`config.mk`:
```
export PLATFORM = sky130hd
export DESIGN_NAME = swrst_seq
export DESIGN_NICKNAME = d
export VERILOG_FILES = /design/src/rtl/swrst_pkg.sv /design/src/rtl/swrst_timer.sv /design/src/rtl/swrst_wlist.sv /design/src/rtl/swrst_fsm.sv /design/src/rtl/swrst_seq.sv
export SDC_FILE = /design/constraint.sdc
export NUM_CORES = 1
export LEC_CHECK = 0
export BUFFER_PORTS_ARGS = -buffer_cell sky130_fd_sc_hd__buf_4
export CAP_MARGIN = 20
export CORE_AREA = 3 3 63 65
export CTS_CLUSTER_DIAMETER = 200
export DETAILED_ROUTE_END_ITERATION = 10
export DIE_AREA = 0 0 66 68
export HOLD_SLACK_MARGIN = 0.1
export PLACE_DENSITY = 0.81
export SLEW_MARGIN = 20
export SYNTH_ARGS = -nofsm -noshare
export SYNTH_HDL_FRONTEND = slang
export SYNTH_HIERARCHICAL = 1
export SYNTH_SLANG_ARGS = --single-unit
```
`constraint.sdc`:
```
create_clock -name clk -period 8.2 [get_ports clk]
set_clock_uncertainty 0.1 [all_clocks]
set_input_delay 0.82 -clock clk [delete_from_list [all_inputs] [get_ports clk]]
set_output_delay 0.82 -clock clk [all_outputs]
set_load 0.005 [all_outputs]
```
`src/rtl/swrst_pkg.sv`:
```
package swrst_pkg;

  localparam int ADDR_W   = 8;
  localparam int DATA_W   = 16;
  localparam int NPORTS   = 6;
  localparam int CPU_PORT = 5;
  localparam int NWR      = NPORTS + 1;
  localparam int IDX_W    = $clog2(NWR);

  localparam logic [DATA_W-1:0] PORT_BASE = 16'h800F;
  localparam logic [DATA_W-1:0] TAG_BIT   = 16'h0010;
  localparam logic [ADDR_W-1:0] MODE_ADDR = 8'h11;
  localparam logic [DATA_W-1:0] MODE_VAL  = 16'hFF30;

  typedef enum logic [2:0] {
    PH_IDLE,
    PH_PRE,
    PH_LOW,
    PH_POST,
    PH_ISSUE,
    PH_WAIT,
    PH_DONE
  } phase_e;

  // Port setup registers: odd addresses for the first four ports, contiguous after.
  function automatic logic [ADDR_W-1:0] port_addr(input int unsigned i);
    return (i < 4) ? ADDR_W'(2 * i + 1) : ADDR_W'(i + 4);
  endfunction

  function automatic logic [DATA_W-1:0] port_val(input int unsigned i);
    return (i == CPU_PORT) ? (PORT_BASE | TAG_BIT) : PORT_BASE;
  endfunction

endpackage

```
`src/rtl/swrst_timer.sv`:
```
module swrst_timer #(
  parameter int CLKS_PER_MS = 1000,
  parameter int MS_W        = 8
) (
  input  logic            clk,
  input  logic            rst_n,
  input  logic            clr,
  input  logic [MS_W-1:0] limit_ms,
  output logic            tick,
  output logic            expire
);
  localparam int DIV_W = $clog2(CLKS_PER_MS + 1);

  logic [DIV_W-1:0] div_q;
  logic [MS_W-1:0]  ms_q;

  assign tick   = (div_q == DIV_W'(CLKS_PER_MS - 1));
  assign expire = tick && (ms_q == limit_ms - MS_W'(1));

  always_ff @(posedge clk or negedge rst_n) begin
    if (!rst_n) begin
      div_q <= '0;
      ms_q  <= '0;
    end else if (clr) begin
      div_q <= '0;
      ms_q  <= '0;
    end else if (tick) begin
      div_q <= '0;
      ms_q  <= ms_q + MS_W'(1);
    end else begin
      div_q <= div_q + DIV_W'(1);
    end
  end
endmodule

```
`src/rtl/swrst_wlist.sv`:
```
module swrst_wlist
  import swrst_pkg::*;
(
  input  logic [IDX_W-1:0]  idx,
  output logic [ADDR_W-1:0] addr,
  output logic [DATA_W-1:0] data,
  output logic              last
);
  always_comb begin
    if (int'(idx) < NPORTS) begin
      addr = port_addr(int'(idx));
      data = port_val(int'(idx));
    end else begin
      addr = MODE_ADDR;
      data = MODE_VAL;
    end
    last = (int'(idx) == NWR - 1);
  end
endmodule

```
`src/rtl/swrst_fsm.sv`:
```
module swrst_fsm
  import swrst_pkg::*;
#(
  parameter int T_PRE_MS  = 20,
  parameter int T_LOW_MS  = 100,
  parameter int T_POST_MS = 30,
  parameter int MS_W      = 8
) (
  input  logic             clk,
  input  logic             rst_n,
  input  logic             start,
  input  logic             expire,
  input  logic             wr_done,
  input  logic             last,
  output logic             tmr_clr,
  output logic [MS_W-1:0]  limit_ms,
  output logic [IDX_W-1:0] idx,
  output phase_e           phase
);
  phase_e nxt;
  logic   timed;

  assign timed   = (phase == PH_PRE) || (phase == PH_LOW) || (phase == PH_POST);
  assign tmr_clr = !timed || expire;

  always_comb begin
    case (phase)
      PH_PRE:  limit_ms = MS_W'(T_PRE_MS);
      PH_LOW:  limit_ms = MS_W'(T_LOW_MS);
      default: limit_ms = MS_W'(T_POST_MS);
    endcase
  end

  always_comb begin
    nxt = phase;
    case (phase)
      PH_IDLE:  if (start) nxt = PH_PRE;
      PH_PRE:   if (expire) nxt = PH_LOW;
      PH_LOW:   if (expire) nxt = PH_POST;
      PH_POST:  if (expire) nxt = PH_ISSUE;
      PH_ISSUE: nxt = PH_WAIT;
      PH_WAIT:  if (wr_done) nxt = last ? PH_DONE : PH_ISSUE;
      PH_DONE:  if (start) nxt = PH_PRE;
      default:  nxt = PH_IDLE;
    endcase
  end

  always_ff @(posedge clk or negedge rst_n) begin
    if (!rst_n) begin
      phase <= PH_IDLE;
      idx   <= '0;
    end else begin
      phase <= nxt;
      if (nxt == PH_PRE)
        idx <= '0;
      else if (phase == PH_WAIT && wr_done && !last)
        idx <= idx + IDX_W'(1);
    end
  end
endmodule

```
`src/rtl/swrst_seq.sv`:
```
module swrst_seq
  import swrst_pkg::*;
#(
  parameter int CLKS_PER_MS = 50000,
  parameter int T_PRE_MS    = 20,
  parameter int T_LOW_MS    = 100,
  parameter int T_POST_MS   = 30
) (
  input  logic              clk,
  input  logic              rst_n,
  input  logic              start,
  output logic              rc_o,
  output logic              rc_oe,
  output logic              sk_o,
  output logic              sk_oe,
  output logic              di_o,
  output logic              di_oe,
  output logic              cs_o,
  output logic              cs_oe,
  output logic              wr_req,
  output logic [ADDR_W-1:0] wr_addr,
  output logic [DATA_W-1:0] wr_data,
  input  logic              wr_done,
  output logic              done
);
  localparam int MAX_MS = (T_LOW_MS > T_PRE_MS) ?
                          ((T_LOW_MS > T_POST_MS) ? T_LOW_MS : T_POST_MS) :
                          ((T_PRE_MS > T_POST_MS) ? T_PRE_MS : T_POST_MS);
  localparam int MS_W = $clog2(MAX_MS + 1);

  phase_e           phase;
  logic             tmr_clr;
  logic             ms_tick;
  logic             phase_expire;
  logic [MS_W-1:0]  limit_ms;
  logic [IDX_W-1:0] idx;
  logic             list_last;
  logic             strap_on;
  logic             busy;

  swrst_timer #(.CLKS_PER_MS(CLKS_PER_MS), .MS_W(MS_W)) u_timer (
    .clk      (clk),
    .rst_n    (rst_n),
    .clr      (tmr_clr),
    .limit_ms (limit_ms),
    .tick     (ms_tick),
    .expire   (phase_expire)
  );

  swrst_fsm #(
    .T_PRE_MS (T_PRE_MS),
    .T_LOW_MS (T_LOW_MS),
    .T_POST_MS(T_POST_MS),
    .MS_W     (MS_W)
  ) u_fsm (
    .clk      (clk),
    .rst_n    (rst_n),
    .start    (start),
    .expire   (phase_expire),
    .wr_done  (wr_done),
    .last     (list_last),
    .tmr_clr  (tmr_clr),
    .limit_ms (limit_ms),
    .idx      (idx),
    .phase    (phase)
  );

  swrst_wlist u_wlist (
    .idx  (idx),
    .addr (wr_addr),
    .data (wr_data),
    .last (list_last)
  );

  assign strap_on = (phase == PH_LOW) || (phase == PH_POST);
  assign busy     = (phase != PH_IDLE) && (phase != PH_DONE);

  assign rc_oe  = (phase != PH_IDLE);
  assign rc_o   = (phase != PH_IDLE) && (phase != PH_LOW);
  assign sk_oe  = strap_on;
  assign sk_o   = strap_on;
  assign di_oe  = strap_on;
  assign di_o   = 1'b0;
  assign cs_oe  = 1'b0;
  assign cs_o   = 1'b0;
  assign wr_req = (phase == PH_ISSUE);
  assign done   = (phase == PH_DONE);
endmodule

```
# Yosys cells after proc, flatten, opt, wreduce, memory -nomap -nowiden
# Index checks and enable logic that the tools add are counted.
[op_classes]
n_addsub = 6
n_lt_le_gt_ge = 2
eq_ne = 12
mux = 18
n_reduce_logical = 15
[ops]
columns = ["operator", "n"]
rows = [
  ["16-bit two-way mux", 3],
  ["3-bit two-way mux", 7],
  ["3-bit case mux with 6 select lines", 1],
  ["16-bit by 1-bit adder with 16-bit output, second input constant", 1],
  ["16-bit equality test, second input constant", 1],
  ["8-bit two-way mux", 2],
  ["7-bit two-way mux", 2],
  ["7-bit case mux with 2 select lines", 1],
  ["3-bit equality test, second input constant", 4],
  ["3-bit by 2-bit equality test with 1-bit output, second input constant", 3],
  ["7-bit by 1-bit adder with 7-bit output, second input constant", 1],
  ["7-bit equality test", 1],
  ["7-bit by 1-bit subtractor with 7-bit output, second input constant", 1],
  ["3-bit by 1-bit equality test with 1-bit output, second input constant", 2],
  ["3-bit < comparator, second input constant", 2],
  ["4-bit by 1-bit adder with 5-bit output, second input constant", 1],
  ["5-bit two-way mux", 1],
  ["3-bit by 3-bit adder with 4-bit output, second input constant", 1],
  ["1-bit logical AND", 4],
  ["1-bit logical OR", 4],
  ["2-bit nonzero test", 2],
  ["3-bit by 1-bit adder with 3-bit output, second input constant", 1],
  ["3-bit logical NOT", 1],
  ["3-bit by 2-bit != test with 1-bit output, second input constant", 1],
  ["other kinds (4)", 5],
]
[word_totals]
register_bits = 29
input_bits = 4
word_cells = 57

# Depth between registers and ports, before layout
[depth]
depth_word = 9
ltp_mapped = 17

# Modules after synthesis
# The synthesis kept the hierarchy.
[by_module_without_submodules]
columns = ["mod", "instances", "cells_per_inst", "area_each_um2"]
rows = [
  ["swrst_timer", 1, 142, 1321.3],
  ["swrst_fsm", 1, 55, 496.7],
  ["swrst_wlist", 1, 27, 191.4],
  ["swrst_seq", 1, 11, 77.6],
]

# Worst setup path before layout
# Ideal clock, no wire load.
[synth_timing]
path_kind = "register -> register"
startpoint = "register u_timer.div_q[4]"
endpoint = "register u_timer.div_q[10]"
setup_time_ps = 121
t_arrival_ps = 3008
required_ps = 7979
setup_slack_ps = 4971
path_stages_with_launch = 14
n_path_buf = 5
period_less_slack_ps = 3229
cell_sequence = "dfrtp_1 buf_6 or4b_1 or4_4 buf_6 nor4_1 and4_1 nor2_1 o21ai_0 clkbuf_1 or2b_1 clkbuf_2 buf_2 nor2_1"
[synth_via]
elab_chain_cells = 4
[synth_lines]
columns = ["item", "line_no", "text"]
rows = [
  ["start, declared", "swrst_timer.sv:14", "logic [DIV_W-1:0] div_q;"],
  ["start signal, assigned", "swrst_timer.sv:31", "div_q <= div_q + DIV_W'(1);"],
  ["16-bit equality test", "swrst_timer.sv:17", "assign tick = (div_q == DIV_W'(CLKS_PER_MS - 1));"],
  ["1-bit logical AND", "swrst_timer.sv:18", "assign expire = tick && (ms_q == limit_ms - MS_W'(1));"],
  ["via phase_expire", "swrst_seq.sv:34", "logic phase_expire;"],
  ["1-bit logical OR", "swrst_fsm.sv:24", "assign tmr_clr = !timed || expire;"],
  ["via tmr_clr", "swrst_seq.sv:32", "logic tmr_clr;"],
  ["16-bit two-way mux", "swrst_timer.sv:24", "end else if (clr) begin"],
]
# The timed path passes the listed nets, and every way through them passes these cells.
# A chain may end at the register's enable or synchronous reset.

# Worst setup path in the final report
[layout_timing]
startpoint = "register u_timer.div_q[4]"
endpoint = "register u_timer.div_q[6]"
# The elaborated chain is that of the path after synthesis.

==> results_dict.tcl <==
set metrics [dict create \
    via_count 1543 \
    crit_type "register to register" \
    synth_cell_type_count 48 \
    hpwlAfterDp_microns 2610 \
    post_drt_wl_per_cell_microns 12.5 \
    die_area_sq_um 4490 \
    drt_iter0_drc 82 \
    n_antenna_cell 0 \
    worst_slack_ns 4.73 \
    synth_most_common_cell "dfrtp_1" \
    grt_max_degree 30 \
    wl_microns 3610 \
    synth-edff-count 0 \
    htreeDepth 2 \
    path_clk_slew_ns 0.09 \
    globalRouteMet1Util_pct 22.9 \
    layout-drive-gt1-share_pct 19.8 \
    finalCritPeriodShare_pct 42.3 \
    slew_violations 0 \
    period_needed_ns 3.47 \
    post_cts_buffers 0 \
    firstDrtPassIters 4 \
    syn_avg_cell_area_sq_um 8.88 \
    grt-busiest-layer "met2" \
    finalHoldViolCount 0 \
    ant_nets 0 \
    cts_resized 0 \
    cts_tree "yes" \
    clock_sinks 29 \
    p_leak_nw 0.983 \
    syn_inst 235 \
    ys_ff_latch 29 \
    start_util_pct 61.6 \
    start_kind "register" \
    gp_congestion 0.808 \
    syn_area_sq_um 2090 \
    cts_inserted_buffers 5 \
    hold_class "input port to asynchronous set/reset pin" \
    met3_usage_pct 6.24 \
    setup_violations 0 \
    synthArstFlopShare_pct 100 \
    ys_seq_area_share_pct 34.8 \
    yosysWarnings 6 \
    drc 0 \
    power_density_nw_per_um2 151 \
    worstPathRequired_ns 8.30 \
    nNetsFinal 250 \
    grt-ovfl-total 0 \
    grt_usage_pct 18.1 \
    cp_max_fo 16 \
    grt_first_pass_wirelength_microns 6250 \
    clock.fmax_ghz 0.288 \
    pin_count 38 \
    antenna_found_initial 0 \
    met2_usage_pct 28.7 \
    endpoint_kind "register" \
    core_area_sq_um 3390 \
    final_cells 289 \
    clk_latency_ns 0.33 \
    clk_path_buf_depth 2 \
    vias_per_cell 5.34 \
    cp_data_arrival_time_ns 3.57 \
    fp.dieH_microns 68 \
    ir_worst_vdd_mv 0.0939 \
    drv_cap 0 \
    ys.flop_type "dfrtp_1" \
    maxSlewHeadroom_pct 44.0 \
    root_buffer "clkbuf_4" \
    holdBufCountCts 0 \
    ys_top_cells_by_area "dfrtp_1 35%, buf_4 9.4%, xnor2_1 7.6%" \
    io_buffers 28 \
    synth_top_cells_by_count "29 x dfrtp_1, 26 x buf_4, 22 x nor2_1" \
    place_worst_setup_slack_ns 4.76 \
    synth_top_area_share_pct 34.8 \
    dp.cells 281 \
    rsz0062_at_grt "no" \
    synth_area_leader_cell "dfrtp_1" \
    grt_pass1_vias 1402 \
    outcome "finished clean" \
    worstMarginPinSlew_ns 0.831 \
    whs_ns 0.279 \
    dieWidth_microns 66 \
    syn_to_final_growth_pct 5.58 \
    tns_ns 0 \
    num_rows 21 \
]
cells in the final DEF (no fill, tap or decap), types with 3 or more instances in the layout:
| cell type | n |
|---|---|
| inv_1 | 10 |
| buf_4 | 28 |
| nor3b_1 | 3 |
| or2b_2 | 3 |
| or3_1 | 6 |
| a21oi_1 | 10 |
| dfrtp_1 | 29 |
| xor2_1 | 6 |
| xnor2_1 | 18 |
| ha_1 | 4 |
| nand2_1 | 12 |
| nor2_1 | 22 |
| and2b_1 | 3 |
| clkbuf_4 | 5 |
| o21ai_0 | 13 |
| conb_1 | 11 |
| nor3_1 | 3 |
| nand3_1 | 8 |
| o31ai_1 | 3 |
| nand4_1 | 7 |
stage by stage:
stage / instance area [sq um] / total power [mW] / util (%)
6_report: 2200 / 0.333 / 65.0
5_1_grt: 2200 / 0.350 / 65.0
3_5_place_dp: 2120 / 0.212 / 62.5
2_1_floorplan: 2110 / 0.206 / -
3_3_place_gp: 2120 / 0.210 / 62.5
4_1_cts: 2200 / 0.336 / 65.0
routing by layer:
metal  up-vias  routed length [microns]  share of wire [%]
met2        45                     1670                 46
met3         6                      261                7.2
met5         -                        0                  0
met4         0                       51                1.4
li1        777                        -                  -
met1       715                     1630                 45
worst paths after layout:
kind | startpoint | to | slack [ns] | depth (start not counted)
hold reg to reg | u_timer/div_q[0] | u_timer/div_q[0] | 0.39 | 1
setup reg to reg | u_timer/div_q[4] | u_timer/div_q[6] | 4.73 | 8
min in group clk | u_timer/div_q[0] | u_timer/div_q[0] | 0.39 | 1
max in group asynchronous | rst_n | u_timer/div_q[6] | 7.45 | 1
setup / recovery | u_timer/div_q[4] | u_timer/div_q[6] | 4.73 | 8
hold / removal | rst_n | u_timer/div_q[10] | 0.28 | 1
worst max-delay path, stage by stage (launching register included):
cell	delay (ns)
dfrtp_1	0.47
or4b_1	0.52
or4_4	0.61
nor4_1	0.30
and4_1	0.32
nor2_1	0.05
o21ai_0	0.33
or2b_1	0.53
nor2_1	0.11
cell families after synthesis:
logic type | share of synthesized area (%)
and+or+nand+nor | 27.2
buffers and inverters | 14.2
AOI/OAI and AO/OA | 9.95
DFF | 34.8
xor gates and xnor gates | 10.1
adders and majority gates | 2.88
other | 0.899
where the power goes:
part | leakage, nW | switching (mW) | internal [mW]
Combinational | 0.544 | 0.0241 | 0.0189
Clock | 0.0455 | 0.0511 | 0.0728
Sequential | 0.394 | 0.0128 | 0.153
area by class of cell:
cell class	instances	area, sq um
tap	46	57.6
timing repair buffer	28	210
clock inverter	1	30.0
fill	298	1190
sequential	29	726
multi-input combinational	168	1090
inverter	10	37.5
clock buffer	7	55.1
sequential cells by signal (all words and copies together), names as in the netlist:
name,flops
u_fsm/phase,3
u_fsm/idx,3
u_timer/ms_q,7
u_timer/div_q,16
Power figures use the tool's default switching activity.
